`config.mk`:
```
export PLATFORM = sky130hd
export DESIGN_NAME = ptw_walker
export DESIGN_NICKNAME = d
export VERILOG_FILES = /design/src/rtl/ptw_pkg.sv /design/src/rtl/ptw_l1_decode.sv /design/src/rtl/ptw_l2_decode.sv /design/src/rtl/ptw_walker.sv
export SDC_FILE = /design/constraint.sdc
export NUM_CORES = 1
export LEC_CHECK = 0
export ABC_AREA = 1
export BUFFER_PORTS_ARGS = -buffer_cell sky130_fd_sc_hd__buf_2
export CAP_MARGIN = 30
export CORE_MARGIN = 3
export CORE_UTILIZATION = 55
export CTS_BUF_LIST = sky130_fd_sc_hd__clkbuf_8 sky130_fd_sc_hd__clkbuf_16
export CTS_CLUSTER_DIAMETER = 200
export DETAILED_ROUTE_END_ITERATION = 6
export PLACE_DENSITY = 0.88
export SETUP_SLACK_MARGIN = 0.02
export SLEW_MARGIN = 20
export SYNTH_ARGS = -nofsm -noshare
export SYNTH_HDL_FRONTEND = slang
export SYNTH_SLANG_ARGS = --single-unit
```
`constraint.sdc`:
```
create_clock -name clk_i -period 5 [get_ports clk_i]
set_input_delay 1 -clock clk_i [delete_from_list [all_inputs] [get_ports clk_i]]
set_output_delay 1 -clock clk_i [all_outputs]
set_load 0.1 [all_outputs]
```
`src/rtl/ptw_pkg.sv`:
```
package ptw_pkg;
  localparam int ADDR_W    = 32;
  localparam int L1_IDX_W  = 12;
  localparam int TTB_W     = ADDR_W - L1_IDX_W - 2;
  localparam int ATTR_W    = 4;

  typedef enum logic [1:0] {ST_IDLE, ST_L1, ST_L2, ST_DONE} walk_state_e;

  localparam logic [1:0] SZ_SECTION = 2'd0;
  localparam logic [1:0] SZ_LARGE   = 2'd1;
  localparam logic [1:0] SZ_SMALL   = 2'd2;

  typedef struct packed {
    logic              fault;
    logic [ADDR_W-1:0] pa;
    logic [ATTR_W-1:0] attr;
    logic [1:0]        size;
  } walk_res_t;
endpackage

```
`src/rtl/ptw_l1_decode.sv`:
```
module ptw_l1_decode
  import ptw_pkg::*;
(
  input  logic [ADDR_W-1:0] desc_i,
  input  logic [19:0]       va_lo_i,
  output logic              fault_o,
  output logic              final_o,
  output logic [ADDR_W-1:0] next_addr_o,
  output walk_res_t         res_o
);
  logic unused_bits;
  assign unused_bits = ^desc_i[9:4];

  always_comb begin
    fault_o     = 1'b0;
    final_o     = 1'b0;
    next_addr_o = '0;
    res_o       = '0;
    unique case (desc_i[1:0])
      2'b00: begin
        fault_o     = 1'b1;
        final_o     = 1'b1;
        res_o.fault = 1'b1;
      end
      2'b10: begin
        final_o    = 1'b1;
        res_o.pa   = {desc_i[31:20], va_lo_i};
        res_o.attr = {desc_i[11:10], desc_i[3], desc_i[2]};
        res_o.size = SZ_SECTION;
      end
      2'b01: next_addr_o = {desc_i[31:10], va_lo_i[19:12], 2'b00};
      default: next_addr_o = {desc_i[31:12], va_lo_i[19:10], 2'b00};
    endcase
  end
endmodule

```
`src/rtl/ptw_l2_decode.sv`:
```
module ptw_l2_decode
  import ptw_pkg::*;
(
  input  logic [ADDR_W-1:0] desc_i,
  input  logic [15:0]       va_lo_i,
  output walk_res_t         res_o
);
  logic unused_bits;
  assign unused_bits = ^desc_i[11:6];

  always_comb begin
    res_o      = '0;
    res_o.attr = {desc_i[5:4], desc_i[3], desc_i[2]};
    unique case (desc_i[1:0])
      2'b00: begin
        res_o.fault = 1'b1;
        res_o.attr  = '0;
      end
      2'b01: begin
        res_o.pa   = {desc_i[31:16], va_lo_i};
        res_o.size = SZ_LARGE;
      end
      default: begin
        res_o.pa   = {desc_i[31:12], va_lo_i[11:0]};
        res_o.size = SZ_SMALL;
      end
    endcase
  end
endmodule

```
`src/rtl/ptw_walker.sv`:
```
module ptw_walker
  import ptw_pkg::*;
(
  input  logic              clk_i,
  input  logic              rst_ni,
  input  logic              req_valid_i,
  output logic              req_ready_o,
  input  logic [ADDR_W-1:0] req_va_i,
  input  logic [ADDR_W-1:0] ttb_i,
  output logic              mem_req_o,
  output logic [ADDR_W-1:0] mem_addr_o,
  input  logic              mem_rsp_valid_i,
  input  logic [ADDR_W-1:0] mem_rsp_data_i,
  output logic              done_o,
  output logic              fault_o,
  output logic              fault_lvl_o,
  output logic [ADDR_W-1:0] pa_o,
  output logic [ATTR_W-1:0] attr_o,
  output logic [1:0]        size_o
);
  walk_state_e       st_q;
  logic [ADDR_W-1:0] va_q;
  logic [TTB_W-1:0]  ttb_q;
  logic [ADDR_W-1:0] l2_addr_q;
  walk_res_t         res_q;
  logic              lvl_q;

  logic              l1_fault, l1_final;
  logic [ADDR_W-1:0] l1_next;
  walk_res_t         l1_res, l2_res;
  logic              unused_ttb;

  assign unused_ttb = ^ttb_i[ADDR_W-TTB_W-1:0];

  ptw_l1_decode u_l1 (
    .desc_i      (mem_rsp_data_i),
    .va_lo_i     (va_q[19:0]),
    .fault_o     (l1_fault),
    .final_o     (l1_final),
    .next_addr_o (l1_next),
    .res_o       (l1_res)
  );

  ptw_l2_decode u_l2 (
    .desc_i  (mem_rsp_data_i),
    .va_lo_i (va_q[15:0]),
    .res_o   (l2_res)
  );

  always_ff @(posedge clk_i or negedge rst_ni) begin
    if (!rst_ni) begin
      st_q      <= ST_IDLE;
      va_q      <= '0;
      ttb_q     <= '0;
      l2_addr_q <= '0;
      res_q     <= '0;
      lvl_q     <= 1'b0;
    end else begin
      unique case (st_q)
        ST_IDLE: if (req_valid_i) begin
          va_q  <= req_va_i;
          ttb_q <= ttb_i[ADDR_W-1:ADDR_W-TTB_W];
          st_q  <= ST_L1;
        end
        ST_L1: if (mem_rsp_valid_i) begin
          lvl_q <= 1'b0;
          if (l1_final) begin
            res_q <= l1_res;
            st_q  <= ST_DONE;
          end else begin
            l2_addr_q <= l1_next;
            st_q      <= ST_L2;
          end
        end
        ST_L2: if (mem_rsp_valid_i) begin
          res_q <= l2_res;
          lvl_q <= 1'b1;
          st_q  <= ST_DONE;
        end
        default: st_q <= ST_IDLE;
      endcase
    end
  end

  assign req_ready_o = (st_q == ST_IDLE);
  assign mem_req_o   = (st_q == ST_L1) || (st_q == ST_L2);
  assign mem_addr_o  = (st_q == ST_L2) ? l2_addr_q
                                       : {ttb_q, va_q[ADDR_W-1:ADDR_W-L1_IDX_W], 2'b00};
  assign done_o      = (st_q == ST_DONE);
  assign fault_o     = res_q.fault;
  assign fault_lvl_o = lvl_q & res_q.fault;
  assign pa_o        = res_q.pa;
  assign attr_o      = res_q.attr;
  assign size_o      = res_q.size;

  // l1 fault never reaches the second level
  logic unused_l1f;
  assign unused_l1f = l1_fault;

  p_busy_no_ready_r1: assert property (@(posedge clk_i) disable iff (!rst_ni)
    !(req_ready_o && (mem_req_o || done_o)));

  p_done_pulse_r11: assert property (@(posedge clk_i) disable iff (!rst_ni)
    done_o |=> !done_o);

  p_done_after_rsp_r11: assert property (@(posedge clk_i) disable iff (!rst_ni)
    $rose(done_o) |-> $past(mem_rsp_valid_i && mem_req_o));

  p_hold_addr_r12: assert property (@(posedge clk_i) disable iff (!rst_ni)
    (mem_req_o && !mem_rsp_valid_i) |=> (mem_req_o && $stable(mem_addr_o)));

  p_word_aligned_r12: assert property (@(posedge clk_i) disable iff (!rst_ni)
    mem_req_o |-> (mem_addr_o[1:0] == 2'b00));

  p_l1_fault_lvl_r3: assert property (@(posedge clk_i) disable iff (!rst_ni)
    (done_o && fault_o && !fault_lvl_o) |-> $past(!mem_addr_o[0] && mem_rsp_data_i[1:0] == 2'b00));
endmodule

```
==> metrics.log, run 1 <==
[metrics] first drt pass iteration count: 6
[metrics] worst-case register-to-register setup slack: 1.54 ns
[metrics] number of library cell types mapped by synthesis: 19
[metrics] pin count of the biggest net entering global routing: 52
[metrics] share of final-layout standard cells stronger than drive strength 1: 31.9%
[metrics] overall fraction of global-route tracks in use: 26.4%
[metrics] count of fill cells added during filler insertion: 720
[metrics] Post-Syn Area: 0.00543 mm2
[metrics] clock root buffer: sky130_fd_sc_hd__clkbuf_8
[metrics] width of the die: 105 um
[metrics] final setup violation count: 0
[metrics] final antenna diode count: 0
[metrics] transition at the pin with the smallest max-transition slack: 0.856 ns
[metrics] aggregate routed wire length: 14300 um
[metrics] vias in the first global route: 4734
[metrics] vias: 4755
[metrics] commonest cells after routing, fill and taps aside: sky130_fd_sc_hd__nand2_1, sky130_fd_sc_hd__buf_2, sky130_fd_sc_hd__dfrtp_1
[metrics] cells after synthesis: 613
[metrics] maximum clock insertion buffer count: 2
[metrics] max-slew violation total from the final report: 0
[metrics] setup TNS: 0 ns
[metrics] chip height: 105 um
[metrics] data required time at the worst endpoint: 4.00 ns
[metrics] Worst Setup End Kind: output pin
[metrics] DRC marker count from the first detailed-route iteration: 350
[metrics] mean cell area of the mapped netlist: 8.85 um2
[metrics] final weighted congestion in routability-driven placement: 0.892
[metrics] flops & latches, synth: 122
[metrics] class of the most critical setup path: reg -> out
[metrics] largest cells by area after synthesis: sky130_fd_sc_hd__dfrtp_1, sky130_fd_sc_hd__nand2_1, sky130_fd_sc_hd__mux2_2
[metrics] Clock Pin Slew Worst Setup and Hold Paths: 0.06 ns
[metrics] DRC violation count after routing: 0
[metrics] overflow left after global routing: 0
[metrics] depth of the worst register-to-register path: 9
[metrics] number of post-CTS setup repair buffers: 0
[metrics] wire length on met3: 1030 um
[metrics] CP endpoint: mem_addr_o[2]
[metrics] Max Clk Rate: 0.268 GHz
[metrics] endpoint of the worst-slack reg-to-reg timing path: pa_o[3]
[metrics] mean number of vias per cell: 5.26
[metrics] timing startpoint of the critical path: st_q[0]
[metrics] Resized Gates After CTS: 0
[metrics] worst max-slew margin expressed relative to the limit: 42.9%
[metrics] post-route antenna net violation count: 0
[metrics] biggest area consumer among synthesized cells: sky130_fd_sc_hd__dfrtp_1
[metrics] Startpoint Class: register
[metrics] core outline area: 0.00942 mm2
[metrics] count of hold buffers inserted by post-cts repair: 0
[metrics] run status: finished clean
[metrics] row count: 35
[metrics] wire length of the first global-routing pass: 23400 um
[metrics] Starting Density: 57.6%
[metrics] die area: 0.0111 mm2
[metrics] WL met1: 5830 um
[metrics] final clock period utilization by the worst path: 74.7%
[metrics] Num CTS Buffers: 17
[metrics] Final Hold Vio Count: 0
[metrics] final critical path time including I/O delays and setup: 3.73 ns
[metrics] number of buffers inserted by port buffering: 154
[metrics] post-layout net count: 866
[metrics] clk sink count: 122
[metrics] maxcap violations: 0
[metrics] WL met2: 6950 um
[metrics] total half-perimeter wirelength after legalization and detailed placement: 10100 um
[metrics] top layer used by detailed routing: met4
[metrics] yosys synthesis warning count: 0
[metrics] detailed-route wire length per cell: 15.8 um
[metrics] worst flop-to-flop path startpoint: st_q[0]
[metrics] area share of the largest cell type after synthesis: 56.3%
[metrics] share of the yosys chip area belonging to registers: 56.3%
[metrics] Max FO, Critical Path: 42
[metrics] worst min path class: in -> async
[metrics] Area Growth Syn to Fin: 25.3%
[metrics] source-to-sink clock delay at the later pin of the worst-skew pair: 0.50 ns
[metrics] critical path arrival: 2.73 ns
[metrics] Clock Skews: 0.0111 ns
[metrics] clock tree from TritonCTS: built
[metrics] H-Tree Level Count: 4
[metrics] initial antenna violation count: 0
[metrics] most common cell after layout, fill and taps aside: sky130_fd_sc_hd__nand2_1
[metrics] I/O pin total: 175
[metrics] setup repair after global routing missed its margin: false
-- metrics by stage --
stage	std cells	hold slack, ns	area [um2]	utilization [%]	worst slack (ns)
global route	904	0.476	6800	72.2	1.07
finish	904	0.447	6800	72.2	1.27
global placement	871	0.456	6250	66.3	1.70
floorplan	614	0.442	5430	-	0.909
detailed placement	872	0.459	6260	66.5	1.55
CTS	904	0.454	6800	72.2	1.27
-- registers in the layout (all words and copies together), names as in the netlist --
signal / flops
pa_o: 32
va_q: 32
l2_addr_q: 30
ttb_q: 18
attr_o: 4
size_o: 2
st_q: 2
fault_o: 1
lvl_q: 1
-- per-layer routing --
layer  global-route usage [%]  vias up
met5                        0        -
met1                     34.8     2272
met2                     43.0      215
met3                     5.76       44
li1                         -     2224
met4                     9.75        0
-- Yosys cell counts --
library cell / count
sky130_fd_sc_hd__dfrtp_1: 122
sky130_fd_sc_hd__nor2_1: 18
sky130_fd_sc_hd__a21oi_2: 1
sky130_fd_sc_hd__ha_1: 4
sky130_fd_sc_hd__conb_1: 1
sky130_fd_sc_hd__inv_2: 4
sky130_fd_sc_hd__a31oi_1: 1
sky130_fd_sc_hd__o22ai_1: 2
sky130_fd_sc_hd__o21ai_0: 18
sky130_fd_sc_hd__nor2_2: 2
sky130_fd_sc_hd__mux2_2: 46
sky130_fd_sc_hd__a21oi_1: 7
sky130_fd_sc_hd__nand3_1: 42
sky130_fd_sc_hd__buf_2: 24
sky130_fd_sc_hd__clkbuf_1: 4
sky130_fd_sc_hd__buf_4: 3
sky130_fd_sc_hd__inv_1: 27
sky130_fd_sc_hd__nand3_2: 1
sky130_fd_sc_hd__nand2_1: 286
-- layout make-up --
type                    count  area (um2)  area share, %
flip-flops and latches    122        3050           44.9
well taps                 129         161           2.37
inverters                  31         116           1.71
repair buffers            160         822           12.1
multi-input cells         430        2100           31.0
clock buffers              18         428           6.29
clock inverters            14         114           1.67
-- cells by family (layout without fill, tap and decap cells) --
logic type | Yosys count | in the layout | synth area share (%)
buffers and inverters | 62 | 223 | 5.05
AOI/OAI and AO/OA | 29 | 29 | 2.81
DFF | 122 | 122 | 56.3
and+or+nand+nor | 349 | 349 | 25.3
muxes | 46 | 46 | 9.55
adders and majority gates | 4 | 4 | 0.923
other | 1 | 2 | 0.0691
-- worst min path at each step --
stage                  startpoint            end  slack [ns]
floorplan           l2_addr_q[12]  l2_addr_q[12]        0.44
global route               rst_ni       va_q[11]        0.48
global placement    l2_addr_q[29]  l2_addr_q[29]        0.46
detailed placement  l2_addr_q[30]  l2_addr_q[30]        0.46
finish                     rst_ni        va_q[6]        0.45
CTS                        rst_ni      attr_o[0]        0.45
-- critical path, stage by stage (launching register included) --
cell and delay (ns):
sky130_fd_sc_hd__dfrtp_1 0.39, sky130_fd_sc_hd__inv_1 0.09, sky130_fd_sc_hd__ha_1 0.20, sky130_fd_sc_hd__buf_4 0.24
sky130_fd_sc_hd__inv_2 0.56, sky130_fd_sc_hd__nand2_1 0.13, sky130_fd_sc_hd__o21ai_0 0.12, sky130_fd_sc_hd__buf_2 0.46
Power of run 1 is not shown: default switching activity piles up to over one toggle a cycle in this logic, so the estimate is an artifact.
==> run 2: changes to the inputs <==
Settings changed: CORE_UTILIZATION 55 to 51, PLACE_DENSITY 0.88 to 0.82.
Clock period 5 ns to 3.6 ns, I/O delays scaled along.
==> metrics.log, run 2 (synthesis results as in run 1) <==
[metrics] run status: finished clean
[metrics] timing startpoint of the critical path: st_q[0]
[metrics] source-to-sink clock delay at the later pin of the worst-skew pair: 0.51 ns
[metrics] peak per-stage delay on the critical path: 0.54 ns
[metrics] DRC marker count from the first detailed-route iteration: 339
[metrics] share of final-layout standard cells stronger than drive strength 1: 32.0%
[metrics] overflow left after global routing: 0
[metrics] count of hold buffers inserted by post-cts repair: 0
[metrics] Clock Pin Slew Worst Setup and Hold Paths: 0.06 ns
[metrics] I/O pin total: 175
[metrics] overall fraction of global-route tracks in use: 24.4%
[metrics] number of buffers inserted by port buffering: 154
[metrics] Max FO, Critical Path: 42
[metrics] wire length of the first global-routing pass: 22500 um
[metrics] clk sink count: 122
[metrics] Area Growth Syn to Fin: 28.4%
[metrics] worst flop-to-flop path startpoint: st_q[0]
[metrics] max-slew violation total from the final report: 0
[metrics] worst-case setup margin in the final layout: 0.423 ns
[metrics] final setup violation count: 0
[metrics] most common cell after layout, fill and taps aside: sky130_fd_sc_hd__nand2_1
[metrics] count of fill cells added during filler insertion: 814
[metrics] Num CTS Buffers: 17
[metrics] mean number of vias per cell: 5.13
[metrics] Starting Density: 52.6%
[metrics] worst min path class: in -> async
[metrics] vias in the first global route: 4648
[metrics] maxcap violations: 0
[metrics] chip height: 109 um
[metrics] vias: 4680
[metrics] total half-perimeter wirelength after legalization and detailed placement: 10200 um
[metrics] clock tree from TritonCTS: built
[metrics] data required time at the worst endpoint: 2.88 ns
[metrics] die area: 0.0119 mm2
[metrics] post-layout net count: 867
[metrics] Final Hold Vio Count: 0
[metrics] width of the die: 109 um
[metrics] Startpoint Class: register
[metrics] Max Clk Rate: 0.315 GHz
[metrics] critical path arrival: 2.46 ns
[metrics] worst max-slew margin expressed relative to the limit: 51.4%
[metrics] worst-case register-to-register setup slack: 1.16 ns
[metrics] final critical path time including I/O delays and setup: 3.18 ns
[metrics] setup TNS: 0 ns
[metrics] endpoint of the worst-slack reg-to-reg timing path: pa_o[1]
[metrics] core outline area: 0.0103 mm2
[metrics] number of post-CTS setup repair buffers: 0
[metrics] final weighted congestion in routability-driven placement: 0.901
[metrics] pin count of the biggest net entering global routing: 69
[metrics] maximum clock insertion buffer count: 2
[metrics] slowest CP cell: sky130_fd_sc_hd__inv_2
[metrics] ordered list of cells on the worst path: inv_1 > ha_1 > inv_2 > nand2_1 > nand2_1 > buf_2
[metrics] setup repair after global routing missed its margin: false
[metrics] final clock period utilization by the worst path: 88.3%
[metrics] initial antenna violation count: 0
[metrics] depth of the worst register-to-register path: 8
[metrics] final antenna diode count: 0
[metrics] DRC violation count after routing: 0
[metrics] CP endpoint: mem_addr_o[21]
[metrics] Clock Skews: 0.00706 ns
[metrics] H-Tree Level Count: 4
[metrics] critical path's most frequent cell: sky130_fd_sc_hd__nand2_1
[metrics] clock root buffer: sky130_fd_sc_hd__clkbuf_8
[metrics] row count: 37
[metrics] post-route antenna net violation count: 0
[metrics] transition at the pin with the smallest max-transition slack: 0.729 ns
[metrics] class of the most critical setup path: reg -> out
[metrics] Worst Setup End Kind: output pin
[metrics] aggregate routed wire length: 14100 um
[metrics] DP Worst Slack: 0.968 ns
[metrics] commonest cells after routing, fill and taps aside: sky130_fd_sc_hd__nand2_1, sky130_fd_sc_hd__buf_2, sky130_fd_sc_hd__dfrtp_1
[metrics] detailed-route wire length per cell: 15.4 um
[metrics] Resized Gates After CTS: 0
[metrics] first drt pass iteration count: 5
-- run 2: changes by cell type in the layout (fill, tap and decap cells not counted), moves of 2 or more --
cell / before / now
sky130_fd_sc_hd__inv_6: 5 / 2
sky130_fd_sc_hd__clkinv_2: 1 / 3
sky130_fd_sc_hd__clkinv_4: 4 / 2
sky130_fd_sc_hd__buf_16: 0 / 2
sky130_fd_sc_hd__buf_2: 153 / 149
sky130_fd_sc_hd__buf_12: 0 / 5
sky130_fd_sc_hd__bufinv_16: 0 / 2
-- run 2: area by class of cell --
| cell class | count | area, um2 | share of cell area [%] |
|---|---|---|---|
| Timing Repair Buffer | 161 | 938 | 13.5 |
| Tap cell | 136 | 170 | 2.44 |
| Clock buffer | 18 | 428 | 6.14 |
| Sequential cell | 122 | 3050 | 43.8 |
| Clock inverter | 14 | 148 | 2.12 |
| Inverter | 31 | 116 | 1.67 |
| Multi-Input combinational cell | 430 | 2110 | 30.3 |
-- run 2: worst max-delay path, delay by kind of cell, from the launching register on --
kind	cells	cell delay [ns]
AND/OR/NAND/NOR	2	0.25
flip-flops	1	0.40
adder cells (fa/ha/maj)	1	0.23
buffers and inverters	3	1.06
-- run 2: worst min-delay path by stage --
stage	startpoint	endpoint	slack, ns	cells past startpoint
finish	rst_ni	ttb_q[1]	0.26	1
floorplan	rst_ni	attr_o[0]	0.42	0
detailed placement	l2_addr_q[16]	l2_addr_q[16]	0.46	2
global route	rst_ni	ttb_q[1]	0.31	1
global placement	l2_addr_q[24]	l2_addr_q[24]	0.45	2
CTS	rst_ni	ttb_q[1]	0.28	1
-- run 2: per-stage QoR --
| stage | std cells | area, um2 | util (%) | hold WS, ns |
|---|---|---|---|---|
| floorplan | 614 | 5430 | - | 0.424 |
| global placement | 878 | 6330 | 61.3 | 0.454 |
| detailed placement | 880 | 6390 | 61.9 | 0.461 |
| CTS | 912 | 6970 | 67.5 | 0.280 |
| global route | 912 | 6970 | 67.5 | 0.311 |
| finish | 912 | 6970 | 67.5 | 0.258 |
-- run 2: routing by layer --
metal	vias up	wire length, um	track usage (%)
li1	2224	-	-
met1	2260	5820	31.6
met2	167	6970	38.9
met3	29	923	5.98
met4	0	363	10.8
met5	-	0	0
Power of run 2 is left out for the same reason.
==> run 3: changes to the inputs <==
Settings changed: CORE_UTILIZATION 51 to 54, PLACE_DENSITY 0.82 to 0.83, SYNTH_HIERARCHICAL set to 1.
==> metrics.log, run 3 <==
[metrics] pin count of the biggest net entering global routing: 72
[metrics] overall fraction of global-route tracks in use: 27.8%
[metrics] final weighted congestion in routability-driven placement: 0.890
[metrics] core outline area: 0.0123 mm2
[metrics] post-synthesis async set-or-reset flop share: 100%
[metrics] Worst Setup End Kind: output pin
[metrics] number of post-CTS setup repair buffers: 0
[metrics] worst-case register-to-register setup slack: 1.07 ns
[metrics] Startpoint Class: register
[metrics] width of the die: 119 um
[metrics] setup repair after global routing missed its margin: false
[metrics] data required time at the worst endpoint: 2.88 ns
[metrics] clock tree from TritonCTS: built
[metrics] post-route antenna net violation count: 0
[metrics] area share of the largest cell type after synthesis: 44.7%
[metrics] maximum clock insertion buffer count: 2
[metrics] vias: 6944
[metrics] DRC violation count after routing: 0
[metrics] commonest cells after routing, fill and taps aside: sky130_fd_sc_hd__nand2_1, sky130_fd_sc_hd__nand3_1, sky130_fd_sc_hd__buf_2
[metrics] count of hold buffers inserted by post-cts repair: 0
[metrics] xor and xnor fraction of the mapped netlist area: 0%
[metrics] depth of the worst register-to-register path: 8
[metrics] clk sink count: 124
[metrics] Num CTS Buffers: 17
[metrics] Clock Pin Slew Worst Setup and Hold Paths: 0.06 ns
[metrics] critical path arrival: 2.36 ns
[metrics] Compound-Gate Fraction of Synth Area: 0.270%
[metrics] Area Growth Syn to Fin: 27.0%
[metrics] share of synthesized area spent on multiplexers: 0%
[metrics] main combinational cell family by area after synthesis: simple AND/OR/NAND/NOR gates
[metrics] DRC marker count from the first detailed-route iteration: 553
[metrics] overflow left after global routing: 0
[metrics] maxcap violations: 0
[metrics] share of the yosys chip area belonging to registers: 44.7%
[metrics] vias in the first global route: 6483
[metrics] number of buffers inserted by port buffering: 156
[metrics] number of synthesized flops with an enable pin: 0
[metrics] mean number of vias per cell: 5.19
[metrics] Simple-Gate Fraction of Synth Area: 42.7%
[metrics] wire length on met3: 1800 um
[metrics] biggest area consumer among synthesized cells: sky130_fd_sc_hd__dfrtp_1
[metrics] adder-cell area share of the yosys netlist: 0.901%
[metrics] mean cell area of the mapped netlist: 6.69 um2
[metrics] Final Hold Vio Count: 0
[metrics] share of final-layout standard cells stronger than drive strength 1: 19.2%
[metrics] clock root buffer: sky130_fd_sc_hd__clkbuf_16
[metrics] final critical path time including I/O delays and setup: 3.08 ns
[metrics] Starting Density: 56.4%
[metrics] max-slew violation total from the final report: 0
[metrics] Commonest cells post-synth: sky130_fd_sc_hd__nand2_1, sky130_fd_sc_hd__nand3_1, sky130_fd_sc_hd__dfrtp_1, sky130_fd_sc_hd__inv_1, sky130_fd_sc_hd__nor2_1
[metrics] final clock period utilization by the worst path: 85.7%
[metrics] worst max-slew margin expressed relative to the limit: 38.9%
[metrics] Max FO, Critical Path: 71
[metrics] class of the most critical setup path: reg -> out
[metrics] I/O pin total: 175
[metrics] cells after synthesis: 1037
[metrics] worst min path class: in -> async
[metrics] Max Clk Rate: 0.324 GHz
[metrics] final setup violation count: 0
[metrics] endpoint of the worst-slack reg-to-reg timing path: l2_addr_q[19]
[metrics] post-layout net count: 1262
[metrics] most common cell in the netlist: sky130_fd_sc_hd__nand2_1
[metrics] first drt pass iteration count: 7
[metrics] initial antenna violation count: 2
[metrics] row count: 40
[metrics] detailed-route wire length per cell: 14.3 um
[metrics] setup TNS: 0 ns
[metrics] chip height: 119 um
[metrics] Clock Skews: 0.00545 ns
[metrics] yosys synthesis warning count: 6
[metrics] total half-perimeter wirelength after legalization and detailed placement: 12700 um
[metrics] aggregate routed wire length: 19200 um
[metrics] run status: finished clean
[metrics] die area: 0.0143 mm2
[metrics] most used flip-flop cell after synthesis: sky130_fd_sc_hd__dfrtp_1
[metrics] H-Tree Level Count: 4
[metrics] Post-Syn Area: 0.00694 mm2
[metrics] transition at the pin with the smallest max-transition slack: 0.916 ns
[metrics] WL met2: 9020 um
[metrics] Resized Gates After CTS: 0
[metrics] most common cell after layout, fill and taps aside: sky130_fd_sc_hd__nand2_1
[metrics] source-to-sink clock delay at the later pin of the worst-skew pair: 0.41 ns
[metrics] worst flop-to-flop path startpoint: st_q[1]
[metrics] number of library cell types mapped by synthesis: 20
[metrics] flops & latches, synth: 124
[metrics] WL met1: 7880 um
[metrics] wire length of the first global-routing pass: 31400 um
[metrics] largest cells by area after synthesis: sky130_fd_sc_hd__dfrtp_1, sky130_fd_sc_hd__nand2_1, sky130_fd_sc_hd__nand3_1
[metrics] top layer used by detailed routing: met5
[run 3: cell types whose count changed in the layout (fill, tap and decap cells not counted), sizes merged, moves of 7 or more]
cell and change:
buf +9, nor2 +54, o21ai -16, nand2 +222, nand3 +103, inv +72
mux2 -46, a21oi -7
[run 3: final cells by class]
| type | instances | area [um2] |
|---|---|---|
| fill | 1035 | 3500 |
| sequential | 124 | 3100 |
| multi-input combinational | 740 | 3080 |
| timing repair buffer | 170 | 1420 |
| clock buffer | 22 | 494 |
| inverter | 104 | 393 |
| tap | 168 | 210 |
| clock inverter | 10 | 114 |
| antenna | 1 | 2.50 |
[run 3: cell families (layout without fill, tap and decap cells)]
group                      Yosys count  count (layout)
DFF                                124             124
other                                1               5
AOI/OAI and AO/OA                    3               3
and+or+nand+nor                    728             728
buffers and inverters              176             306
adders and majority gates            5               5
[run 3: per-stage QoR]
stage               worst slack, ns  instances  area [um2]  util, %  hold WS, ns
floorplan                      1.02       1040        6950        -        0.424
finish                        0.515       1339        8820     71.6        0.250
global route                  0.421       1339        8820     71.6        0.278
detailed placement             1.01       1305        8180     66.4        0.453
global placement              0.862       1302        8100     65.8        0.451
CTS                           0.563       1337        8790     71.4        0.262
[run 3: how the worst max path moves through the flow]
stage	cells past startpoint	start	slack [ns]	end
after detailed placement	6	st_q[0]	1.01	mem_addr_o[21]
after CTS	6	st_q[0]	0.56	mem_addr_o[21]
after global placement	7	st_q[0]	0.86	pa_o[1]
after floorplan	7	st_q[0]	1.02	mem_addr_o[21]
final	6	st_q[0]	0.52	mem_addr_o[21]
after global routing	6	st_q[0]	0.42	mem_addr_o[21]
[run 3: per-layer routing]
metal  up-vias  GRT usage, %
met5         -             0
met1      3166          36.0
li1       3358             -
met3        47          6.65
met2       371          45.7
met4         2          10.2
[run 3: worst max-delay path: stages, from the launching register on]
cell	delay, ns
sky130_fd_sc_hd__dfrtp_1	0.41
sky130_fd_sc_hd__inv_1	0.14
sky130_fd_sc_hd__ha_2	0.22
sky130_fd_sc_hd__buf_4	0.62
sky130_fd_sc_hd__nand2_1	0.16
sky130_fd_sc_hd__nand2_1	0.18
sky130_fd_sc_hd__buf_12	0.19
Power of run 3 is left out for the same reason.
